## src/rtl/gpio_edge_pkg.sv

```systemverilog
package gpio_edge_pkg;

  typedef enum logic [1:0] {
    ACC_BYTE = 2'd0,
    ACC_HALF = 2'd1,
    ACC_WORD = 2'd2,
    ACC_RSVD = 2'd3
  } acc_width_e;

  localparam logic [7:0] OFS_DIN  = 8'h00;
  localparam logic [7:0] OFS_DOUT = 8'h04;
  localparam logic [7:0] OFS_DIR  = 8'h08;
  localparam logic [7:0] OFS_POL  = 8'h0C;
  localparam logic [7:0] OFS_MSK  = 8'h10;
  localparam logic [7:0] OFS_STS  = 8'h14;
  localparam logic [7:0] OFS_PEN  = 8'h18;

endpackage

```

## src/rtl/gpio_sync.sv

```systemverilog
module gpio_sync #(
  parameter int unsigned N_LINES = 16,
  parameter int unsigned STAGES  = 2
) (
  input  logic               clk,
  input  logic               rst_n,
  input  logic [N_LINES-1:0] async_i,
  output logic [N_LINES-1:0] sync_o
);

  logic [N_LINES-1:0] stg_q [STAGES];

  for (genvar g = 0; g < STAGES; g++) begin : g_stage
    logic [N_LINES-1:0] stg_d;
    if (g == 0) begin : g_first
      assign stg_d = async_i;
    end else begin : g_next
      assign stg_d = stg_q[g-1];
    end

    always_ff @(posedge clk or negedge rst_n) begin
      if (!rst_n) begin
        stg_q[g] <= '0;
      end else begin
        stg_q[g] <= stg_d;
      end
    end
  end

  assign sync_o = stg_q[STAGES-1];

endmodule

```

## src/rtl/gpio_edge_det.sv

```systemverilog
module gpio_edge_det #(
  parameter int unsigned N_LINES = 16
) (
  input  logic               clk,
  input  logic               rst_n,
  input  logic [N_LINES-1:0] smp_i,
  input  logic [N_LINES-1:0] dir_i,
  input  logic [N_LINES-1:0] mask_i,
  input  logic [N_LINES-1:0] pol_i,
  output logic [N_LINES-1:0] evt_o
);

  logic [N_LINES-1:0] prev_q, prev_d;
  logic [N_LINES-1:0] rise, fall, hit;

  always_comb begin
    prev_d = smp_i;
    rise   = smp_i & ~prev_q;
    fall   = ~smp_i & prev_q;
    hit    = (pol_i & rise) | (~pol_i & fall);
    evt_o  = hit & dir_i & ~mask_i;
  end

  always_ff @(posedge clk or negedge rst_n) begin
    if (!rst_n) begin
      prev_q <= '0;
    end else begin
      prev_q <= prev_d;
    end
  end

endmodule

```

## src/rtl/gpio_regs.sv

```systemverilog
module gpio_regs
  import gpio_edge_pkg::*;
#(
  parameter int unsigned N_LINES = 16,
  parameter int unsigned ADDR_W  = 8
) (
  input  logic               clk,
  input  logic               rst_n,
  input  logic               bus_sel,
  input  logic               bus_wr,
  input  logic [ADDR_W-1:0]  bus_addr,
  input  logic [1:0]         bus_width,
  input  logic [N_LINES-1:0] bus_wdata,
  output logic [N_LINES-1:0] bus_rdata,
  input  logic [N_LINES-1:0] smp_i,
  input  logic [N_LINES-1:0] evt_i,
  output logic [N_LINES-1:0] out_o,
  output logic [N_LINES-1:0] dir_o,
  output logic [N_LINES-1:0] pol_o,
  output logic [N_LINES-1:0] mask_o,
  output logic [N_LINES-1:0] pen_o,
  output logic [N_LINES-1:0] sts_o
);

  localparam logic [ADDR_W-1:0] A_DIN  = ADDR_W'(OFS_DIN);
  localparam logic [ADDR_W-1:0] A_DOUT = ADDR_W'(OFS_DOUT);
  localparam logic [ADDR_W-1:0] A_DIR  = ADDR_W'(OFS_DIR);
  localparam logic [ADDR_W-1:0] A_POL  = ADDR_W'(OFS_POL);
  localparam logic [ADDR_W-1:0] A_MSK  = ADDR_W'(OFS_MSK);
  localparam logic [ADDR_W-1:0] A_STS  = ADDR_W'(OFS_STS);
  localparam logic [ADDR_W-1:0] A_PEN  = ADDR_W'(OFS_PEN);

  logic [N_LINES-1:0] out_q, out_d;
  logic [N_LINES-1:0] dir_q, dir_d;
  logic [N_LINES-1:0] pol_q, pol_d;
  logic [N_LINES-1:0] msk_q, msk_d;
  logic [N_LINES-1:0] pen_q, pen_d;
  logic [N_LINES-1:0] sts_q, sts_d;
  logic [N_LINES-1:0] clr;
  logic               acc_ok, wr_en, rd_en;
  logic               en_out, en_dir, en_pol, en_msk, en_pen;

  // access qualification
  always_comb begin
    acc_ok = bus_sel && (bus_width == ACC_HALF);
    wr_en  = acc_ok && bus_wr;
    rd_en  = acc_ok && !bus_wr;
    en_out = wr_en && (bus_addr == A_DOUT);
    en_dir = wr_en && (bus_addr == A_DIR);
    en_pol = wr_en && (bus_addr == A_POL);
    en_msk = wr_en && (bus_addr == A_MSK);
    en_pen = wr_en && (bus_addr == A_PEN);
    clr    = (wr_en && (bus_addr == A_STS)) ? bus_wdata : '0;
  end

  // next state: new events override a same-cycle clear
  always_comb begin
    out_d = en_out ? bus_wdata : out_q;
    dir_d = en_dir ? bus_wdata : dir_q;
    pol_d = en_pol ? bus_wdata : pol_q;
    msk_d = en_msk ? bus_wdata : msk_q;
    pen_d = en_pen ? bus_wdata : pen_q;
    sts_d = (sts_q & ~clr) | evt_i;
  end

  always_ff @(posedge clk or negedge rst_n) begin
    if (!rst_n) begin
      out_q <= '1;
      dir_q <= '1;
      pol_q <= '1;
      msk_q <= '1;
      pen_q <= '1;
      sts_q <= '0;
    end else begin
      out_q <= out_d;
      dir_q <= dir_d;
      pol_q <= pol_d;
      msk_q <= msk_d;
      pen_q <= pen_d;
      sts_q <= sts_d;
    end
  end

  // read mux
  always_comb begin
    bus_rdata = '0;
    if (rd_en) begin
      case (bus_addr)
        A_DIN:   bus_rdata = smp_i & pen_q;
        A_DOUT:  bus_rdata = out_q;
        A_DIR:   bus_rdata = dir_q;
        A_POL:   bus_rdata = pol_q;
        A_MSK:   bus_rdata = msk_q;
        A_STS:   bus_rdata = sts_q;
        A_PEN:   bus_rdata = pen_q;
        default: bus_rdata = '0;
      endcase
    end
  end

  assign out_o  = out_q;
  assign dir_o  = dir_q;
  assign pol_o  = pol_q;
  assign mask_o = msk_q;
  assign pen_o  = pen_q;
  assign sts_o  = sts_q;

endmodule

```

## src/rtl/gpio_edge_ctrl.sv

```systemverilog
module gpio_edge_ctrl #(
  parameter int unsigned N_LINES     = 16,
  parameter int unsigned ADDR_W      = 8,
  parameter int unsigned SYNC_STAGES = 2
) (
  input  logic               clk,
  input  logic               rst_n,
  input  logic               bus_sel,
  input  logic               bus_wr,
  input  logic [ADDR_W-1:0]  bus_addr,
  input  logic [1:0]         bus_width,
  input  logic [N_LINES-1:0] bus_wdata,
  output logic [N_LINES-1:0] bus_rdata,
  input  logic [N_LINES-1:0] pin_in,
  output logic [N_LINES-1:0] pin_out,
  output logic [N_LINES-1:0] pin_oe,
  output logic               irq
);

  logic [N_LINES-1:0] smp, evt;
  logic [N_LINES-1:0] out_w, dir_w, pol_w, mask_w, pen_w, sts_w;

  gpio_sync #(.N_LINES(N_LINES), .STAGES(SYNC_STAGES)) u_sync (
    .clk     (clk),
    .rst_n   (rst_n),
    .async_i (pin_in),
    .sync_o  (smp)
  );

  gpio_edge_det #(.N_LINES(N_LINES)) u_edge (
    .clk    (clk),
    .rst_n  (rst_n),
    .smp_i  (smp),
    .dir_i  (dir_w),
    .mask_i (mask_w),
    .pol_i  (pol_w),
    .evt_o  (evt)
  );

  gpio_regs #(.N_LINES(N_LINES), .ADDR_W(ADDR_W)) u_regs (
    .clk       (clk),
    .rst_n     (rst_n),
    .bus_sel   (bus_sel),
    .bus_wr    (bus_wr),
    .bus_addr  (bus_addr),
    .bus_width (bus_width),
    .bus_wdata (bus_wdata),
    .bus_rdata (bus_rdata),
    .smp_i     (smp),
    .evt_i     (evt),
    .out_o     (out_w),
    .dir_o     (dir_w),
    .pol_o     (pol_w),
    .mask_o    (mask_w),
    .pen_o     (pen_w),
    .sts_o     (sts_w)
  );

  assign pin_out = out_w;
  assign pin_oe  = ~dir_w;
  assign irq     = |sts_w;

endmodule

```

## config.mk

```make
export PLATFORM = sky130hd
export DESIGN_NAME = gpio_edge_ctrl
export DESIGN_NICKNAME = d
export VERILOG_FILES = /design/src/rtl/gpio_edge_pkg.sv /design/src/rtl/gpio_sync.sv /design/src/rtl/gpio_edge_det.sv /design/src/rtl/gpio_regs.sv /design/src/rtl/gpio_edge_ctrl.sv
export SDC_FILE = /design/constraint.sdc
export NUM_CORES = 1
export LEC_CHECK = 0
export BUFFER_PORTS_ARGS = -buffer_cell sky130_fd_sc_hd__buf_2
export CAP_MARGIN = 15
export CORE_ASPECT_RATIO = 0.7
export CORE_MARGIN = 4
export CORE_UTILIZATION = 51
export CTS_CLUSTER_SIZE = 16
export DETAILED_ROUTE_END_ITERATION = 8
export MAX_ROUTING_LAYER = met4
export PLACE_DENSITY = 0.73
export SLEW_MARGIN = 10
export SYNTH_ARGS = -nofsm -noshare
export SYNTH_HDL_FRONTEND = slang
export SYNTH_SLANG_ARGS = --single-unit
```

## constraint.sdc

```tcl
create_clock -name clk -period 5 [get_ports clk]
set_input_delay 0.75 -clock clk [delete_from_list [all_inputs] [get_ports clk]]
set_output_delay 0.75 -clock clk [all_outputs]
set_load 0.01 [all_outputs]
```

[After elaboration in Yosys (flattened, before gate mapping)]
Index checks and enable logic that the tools add are counted.
Storage, ports and cells
  output and inout port bits: 49
  logic and storage cells: 47
  input bits: 46
  flip-flop bits (word level): 144
Operators by class
  reduce and logical (&&, ||, !) cells: 12
  bitwise logic cells: 16
  muxes and demuxes: 3
  equal/unequal tests: 7
Operators by type and width (number)
  16-bit bitwise AND: 8
  16-bit one-hot mux with 7 select lines: 1
  16-bit NOT: 6
  16-bit 2-to-1 mux: 2
  16-bit bitwise OR: 2
  8-bit by 5-bit == test with 1-bit output, second input constant: 3
  8-bit by 4-bit == test with 1-bit output, second input constant: 2
  16-bit OR reduction: 1
  1-bit logical AND: 9
  8-bit by 3-bit == test with 1-bit output, second input constant: 1
  8-bit zero test: 1
  2-bit by 1-bit == test with 1-bit output, second input constant: 1
  1-bit zero test: 1

[Logic depth before layout (Yosys ltp)]
Gate-level depths: netlist (run 1).
  depth after elaboration: 8
  gate-level depth with buffers: 7
  mapped depth without buffers: 4

[Cells and area by module]
From an unflattened synthesis (run 1), not the netlist that was laid out.
Second synthesis, totals
  cells, all modules: 514
  area, all modules: 6570.1 sq um
Modules (own cells, without submodules)
  gpio_regs: cells each 381, area an instance 4837.1 sq um, times used 1, sequential area each 2502.4 sq um
  gpio_edge_det: cells each 80, area an instance 840.8 sq um, times used 1, sequential area each 400.4 sq um
  gpio_sync: cells each 32, area an instance 800.8 sq um, times used 1, sequential area each 800.8 sq um
  gpio_edge_ctrl: cells each 21, area an instance 91.3 sq um, times used 1, sequential area each 0.0 sq um

[Worst setup path before layout (run 1)]
Ideal clock, no wire load.
  path type: in2out
  from: input port bus_addr[3]
  to: output port bus_rdata[10]
  path buffers: 3
  required time: 4.250 ns
  slack: 2.078 ns
  arrival: 2.172 ns
  stages: 7
  path through: clkbuf_1 -> and2_1 -> clkbuf_1 -> a21oi_1 -> nand4_1 -> clkbuf_1 -> a21oi_1
Between the ends
  word-level cells in the longest chain between the ends: 3
  elaborated cells on any way between the ends: 9
  classes of those cells: eq/ne: 6; mux: 2; reduce/logical: 1
RTL lines
  start: declaration: RTL line gpio_edge_ctrl.sv:10  | input logic [ADDR_W-1:0] bus_addr,
  8-bit by 5-bit == test with 1-bit output, or another cell as far along: RTL line gpio_regs.sv:88  | case (bus_addr)
  16-bit one-hot mux with 7 select lines *: RTL line gpio_regs.sv:88
  16-bit 2-to-1 mux *: RTL line gpio_regs.sv:87  | if (rd_en) begin
  end: declaration: RTL line gpio_edge_ctrl.sv:13  | output logic [N_LINES-1:0] bus_rdata,
Mark *: on every way between the ends. The rest lies on a longest branch, timed or not.

[Worst setup path in the final report (run 1)]
  from: input port bus_addr[2]
  to: output port bus_rdata[10]
Same word-level chain as after synthesis.

==> summary.txt, run 1 <==
DRC - 0
CP Max Fanout - 41
Mapped Nets - 592
Post-CTS Setup Bufs - 0
Clk_skew - 0.00817 ns
Number of I/O pins - 95
RSZ-0062 raised after global routing - no
Synth warn - 0
Final hold violation count - 0
CTS tree - yes
Final ANT Viol Nets - 0
Diode count - 0
Max IR drop VDD - 0.259 mV
Setup slack after layout - 1.24 ns
Die area - 14,400 µm²
Post-cts sizing count - 0
Layout Nets - 685
Vias - 4,910
Leak - 3.11 nW
Critical path capture point type - output pin
Initial antenna violation count - 0
GPL Wtd Cong - 0.852
Yosys reg bits - 144
Fin area - 7640 µm²
Fmax - 0.266 GHz
First-pass GRT wire length - 26,600 µm
Rel. slew slack - 0.198
Drt first pass iters - 5
CTS Hold Bufs - 0
Die Ht - 102 µm
Final WL - 16,900 µm
Min Tclk post-route - 3.76 ns
Sequential area share after synthesis - 0.579
Min-delay worst type - reg2reg
HPWL after DPL - 11,200 µm
Placed inst area - 7000 µm²
Place WS - 1.32 ns
Post-Place Cells - 777
Total chip power - 2.72 mW
Finish-stage setup viols - 0
CP Launch Type - input pin
Routed vias/inst - 6.07
Layout Area Growth over Synthesis - 19.5%
Clk pin slew, worst setup/hold paths - 0.06 ns
Critical setup path kind - in2out
Drt initial violations - 374
Clk_lat worst skew - 0.42 ns
Buffers on Ports - 94
Final non-filler cell total - 809
Total Routing Usage GR - 0.251
Yosys cell types - 38
CTS Buf Count - 17
Vias in the first global route - 4,902
Clock buffer depth - 2
Fraction of layout cells with a size suffix above 1 - 0.459
Critical Path AT - 3.01 ns
Initial Util - 0.534
Final core occ - 0.638
WHS - 0.346 ns
Mapped Avg Cell Area - 11.7 µm²
Reg2reg setup slack - 3.81 ns
Pwr dens - 357 nW/µm²
Num rows - 33
Cell taking the most area after synthesis - dfstp_2
H-tree depth - 4
Maxcap violations - 0
Critical Path RT - 4.25 ns
Fin crit share - 0.752
Post-route setup TNS - 0 ns
Clk root buf - clkbuf_16
Pin count of the biggest net entering global routing - 110
Syn Std Cell Area - 6390 µm²
Synth area leaders - dfstp_2, dfrtp_1, mux2_2
Least-Margin Pin Slew - 1.20 ns
Final max-slew violation count - 0
Core ar. - 12,000 µm²
Num Clock Sinks - 144
Gr ovfl total - 0
Post-detailed-route wirelength per cell - 20.9 µm
Synth top area share - 0.329
Mapped Cells - 546
Status - finished clean
Die width - 142 µm
-- flip-flops by register name (all words and copies together), names as in the netlist --
| name | flops |
|---|---|
| u_regs.sts_o | 16 |
| u_sync.sync_o | 16 |
| u_sync.g_stage.stg_d | 16 |
| u_regs.mask_o | 16 |
| u_regs.out_o | 16 |
| u_regs.pol_o | 16 |
| u_edge.prev_q | 16 |
| u_regs.pen_o | 16 |
| u_regs.dir_o | 16 |
-- layout make-up --
type / count / area [µm²]
clock inverters: 8 / 153
well taps: 157 / 196
flip-flops and latches: 144 / 3700
clock buffers: 24 / 482
fillers: 910 / 4340
inverters: 33 / 124
multi-input cells: 340 / 2430
repair buffers: 103 / 544
-- cell families after synthesis --
| logic type | count (synthesis) | synth area share |
|---|---|---|
| muxes | 82 | 0.146 |
| DFF | 144 | 0.579 |
| and+or+nand+nor | 134 | 0.103 |
| buffers and inverters | 62 | 0.0399 |
| AOI/OAI and AO/OA | 124 | 0.132 |
-- synthesized netlist by cell type --
cell	count
dfstp_2	80
mux2_2	80
dfrtp_1	64
nand2_1	62
o21ai_0	38
inv_1	33
a21oi_1	23
a22oi_1	23
nand3_1	23
clkbuf_1	19
nor2_1	18
a32o_1	16
a32oi_1	8
o22a_1	8
o211ai_1	7
nor4_1	5
buf_1	4
nand3b_1	4
buf_2	3
nor2b_1	3
and2_1	2
buf_6	2
nand4_1	2
nor3_1	2
nor3b_4	2
or2_2	2
or4_1	2
and4_1	1
and4b_1	1
buf_4	1
mux2i_1	1
mux4_2	1
nand2b_1	1
nor2_2	1
nor3b_1	1
nor4b_2	1
o211a_1	1
or4_4	1
-- worst max-delay path, cell delays in order --
cell and delay (ns):
buf_2 0.59, and2_1 0.57, a21oi_1 0.15, nand4_1 0.36, buf_4 0.31, a21oi_1 0.10
buf_2 0.16
-- layer usage --
metal,GRT usage,wire [µm]
met1,0.349,7590
met2,0.367,7870
met3,0.0538,1230
met4,0.0878,248
met5,-,0
-- placed cells by master (no fill, tap or decap), types with 3 or more instances in the layout --
cell type,Yosys,layout
clkbuf_16,0,17
dfrtp_1,64,64
nand3_1,23,23
o22a_1,8,8
nand3b_1,4,4
nand2_1,62,62
o211ai_1,7,7
a21oi_1,23,23
clkbuf_1,19,4
nor4_1,5,5
buf_4,1,9
buf_2,3,93
a32oi_1,8,8
bufinv_16,0,4
o21ai_0,38,38
inv_1,33,33
nor2b_1,3,3
a32o_1,16,16
clkbuf_8,0,3
dfstp_2,80,80
nor2_1,18,18
a22oi_1,23,23
mux2_2,80,80
-- final timing paths --
kind,start,end,depth (start not counted)
worst max-delay path,bus_addr[2],bus_rdata[10],7
worst min-delay path,u_sync.g_stage[1].stg_d[4],u_sync.sync_o[4],0
worst max register to register,u_regs.pol_o[3],u_regs.sts_o[3],4
worst min register to register,u_sync.g_stage[1].stg_d[4],u_sync.sync_o[4],0
max in group asynchronous,rst_n,u_regs.mask_o[2],2
min in group asynchronous,rst_n,u_sync.sync_o[3],1
-- power breakdown --
part / total (mW) / leakage, nW / internal (mW) / switching, mW
Sequential: 1.23 / 1.61 / 1.21 / 0.0246
Clock: 1.36 / 0.301 / 0.877 / 0.481
Combinational: 0.137 / 1.20 / 0.0457 / 0.0908
Total: 2.72 / 3.11 / 2.13 / 0.597
Power figures use the tool's default switching activity.
==> inputs of run 2 (changes only) <==
--- a/config.mk
+++ b/config.mk
@@ -13,7 +13,7 @@
 export CTS_CLUSTER_SIZE = 16
 export DETAILED_ROUTE_END_ITERATION = 8
 export MAX_ROUTING_LAYER = met4
-export PLACE_DENSITY = 0.73
+export PLACE_DENSITY = 0.75
 export SLEW_MARGIN = 10
 export SYNTH_ARGS = -nofsm -noshare
 export SYNTH_HDL_FRONTEND = slang
==> constraint.sdc (replaced) <==
create_clock -name clk -period 3.35 [get_ports clk]
set_input_delay 0.5025 -clock clk [delete_from_list [all_inputs] [get_ports clk]]
set_output_delay 0.5025 -clock clk [all_outputs]
set_load 0.01 [all_outputs]
==> run 2 against run 1 <==
Routed wire length rose by 2.1%. Critical path depth stayed put. Sequential share of layout area decreased by 0.73 points. Clock skew down 0.0037 ns. Register-to-register slack worse by 1.6 ns. Sequential power grew 50%. Clock power up 43%. Non-clock buffer count is 16 higher. Cell area increased by 1.5%. Critical path type unchanged.
==> summary.txt, run 2 (synthesis gave the netlist of run 1 again) <==
Clock buffer depth - 2 (unchanged)
Final hold violation count - 0 (unchanged)
Vias - 5,005 (+1.9%)
Status - finished clean
Final WL - 17,300 µm (+2.1%)
Leak - 3.17 nW (+2.1%)
Least-Margin Pin Slew - 0.685 ns (-0.515 ns)
Diode count - 0 (unchanged)
GPL Wtd Cong - 0.901 (+5.7%)
Num rows - 33 (unchanged)
Initial antenna violation count - 0 (unchanged)
Maxcap violations - 0 (unchanged)
Fill cells - 908 (-0.22%)
H-tree depth - 4 (unchanged)
DRC - 0 (unchanged)
Critical Path AT - 2.53 ns (-0.48 ns)
Critical path capture point type - output pin
Layout Nets - 701 (+2.3%)
Fin crit share - 0.906
Critical Path RT - 2.85 ns (-1.40 ns)
Drt initial violations - 363 (-2.9%)
CTS tree - yes
Num Clock Sinks - 144 (unchanged)
Total Routing Usage GR - 0.257 (+0.00631)
Rel. slew slack - 0.539 (+0.341)
CTS Buf Count - 17 (unchanged)
CP Max Fanout - 18 (-56%)
Core ar. - 12,000 µm² (unchanged)
Initial Util - 0.534 (unchanged)
Vias in the first global route - 5,250 (+7.1%)
Layout Area Growth over Synthesis - 21.3%
Min-delay worst type - in2async
Pwr dens - 514 nW/µm² (+44%)
Post-detailed-route wirelength per cell - 21.0 µm (+0.14%)
First-pass GRT wire length - 27,500 µm (+3.3%)
Fin area - 7750 µm² (+1.5%)
Max IR drop VDD - 0.353 mV (+36%)
Die area - 14,400 µm² (unchanged)
Critical setup path kind - in2out
Fmax - 0.329 GHz
CTS Hold Bufs - 0 (unchanged)
Commonest cells after routing, fill and taps aside - buf_2, mux2_2, dfstp_2, dfrtp_1, nand2_1
Clk_skew - 0.00443 ns (-0.00375 ns)
Final max-slew violation count - 0 (unchanged)
Post-CTS Setup Bufs - 0 (unchanged)
Pin count of the biggest net entering global routing - 61 (-45%)
Clk root buf - clkbuf_16
Drt first pass iters - 5 (unchanged)
Die width - 142 µm (unchanged)
RSZ-0062 raised after global routing - no
Finish-stage setup viols - 0 (unchanged)
CP Launch Type - input pin
HPWL after DPL - 11,900 µm (+6.0%)
Min Tclk post-route - 3.04 ns
Total chip power - 3.99 mW (+46%)
Final ANT Viol Nets - 0 (unchanged)
Placed inst area - 7150 µm² (+2.1%)
Routed vias/inst - 6.07 (about the same)
Die Ht - 102 µm (unchanged)
Post-cts sizing count - 0 (unchanged)
Number of I/O pins - 95 (unchanged)
Fraction of layout cells with a size suffix above 1 - 0.473 (+0.0145)
Clk pin slew, worst setup/hold paths - 0.06 ns (about the same)
Post-route setup TNS - 0 ns (unchanged)
Gr ovfl total - 0 (unchanged)
Buffers on Ports - 94 (unchanged)
Clk_lat worst skew - 0.41 ns (about the same)
Commonest non-fill, non-tap cell in the layout - buf_2
==> run 2: report_power, final <==
group | internal [mW] | switching, mW | total, mW
Clock | 1.20 | 0.737 | 1.94
Combinational | 0.0760 | 0.139 | 0.215
Sequential | 1.80 | 0.0366 | 1.84
==> run 2: layout make-up <==
type | count | area, µm² | area share
clock buffers | 21 | 450 | 0.0581
clock inverters | 11 | 155 | 0.0200
inverters | 33 | 124 | 0.0160
multi-input cells | 340 | 2430 | 0.314
flip-flops and latches | 144 | 3700 | 0.478
well taps | 157 | 196 | 0.0253
repair buffers | 119 | 689 | 0.0889
==> run 2: per-layer routing <==
layer / up-vias / part of all wire / global-route usage
li1: 2198 / - / -
met1: 2519 / 0.43 / 0.338
met2: 260 / 0.47 / 0.384
met3: 28 / 0.086 / 0.0698
met4: 0 / 0.015 / 0.0973
met5: - / 0 / -
==> run 2: final timing paths <==
kind,startpoint,cells past startpoint,end,slack (ns)
setup / recovery,bus_addr[4],7,bus_rdata[5],0.31
hold / removal,rst_n,1,u_sync.sync_o[3],0.04
setup reg to reg,u_regs.pol_o[8],4,u_regs.sts_o[8],2.18
hold reg to reg,u_sync.g_stage[1].stg_d[9],0,u_sync.sync_o[9],0.35
max in group asynchronous,rst_n,2,u_regs.mask_o[13],2.46
min in group clk,pin_in[12],1,u_sync.g_stage[1].stg_d[12],0.19
==> run 2: worst max-delay path, cell delays in order <==
cell     delay, ns
buf_2         0.28
buf_4         0.31
buf_4         0.27
and4_1        0.59
a22oi_1       0.21
a21oi_1       0.21
buf_2         0.16
==> run 2: through the flow <==
step | setup slack (ns) | hold slack, ns | std cells | utilization
3_3_place_gp | 0.536 | 0.333 | 793 | 0.597
3_5_place_dp | 0.437 | 0.335 | 793 | 0.597
2_1_floorplan | 0.850 | 0.207 | 546 | -
6_report | 0.314 | 0.0415 | 825 | 0.648
5_1_grt | 0.231 | 0.0887 | 825 | 0.648
4_1_cts | 0.402 | 0.0721 | 825 | 0.648
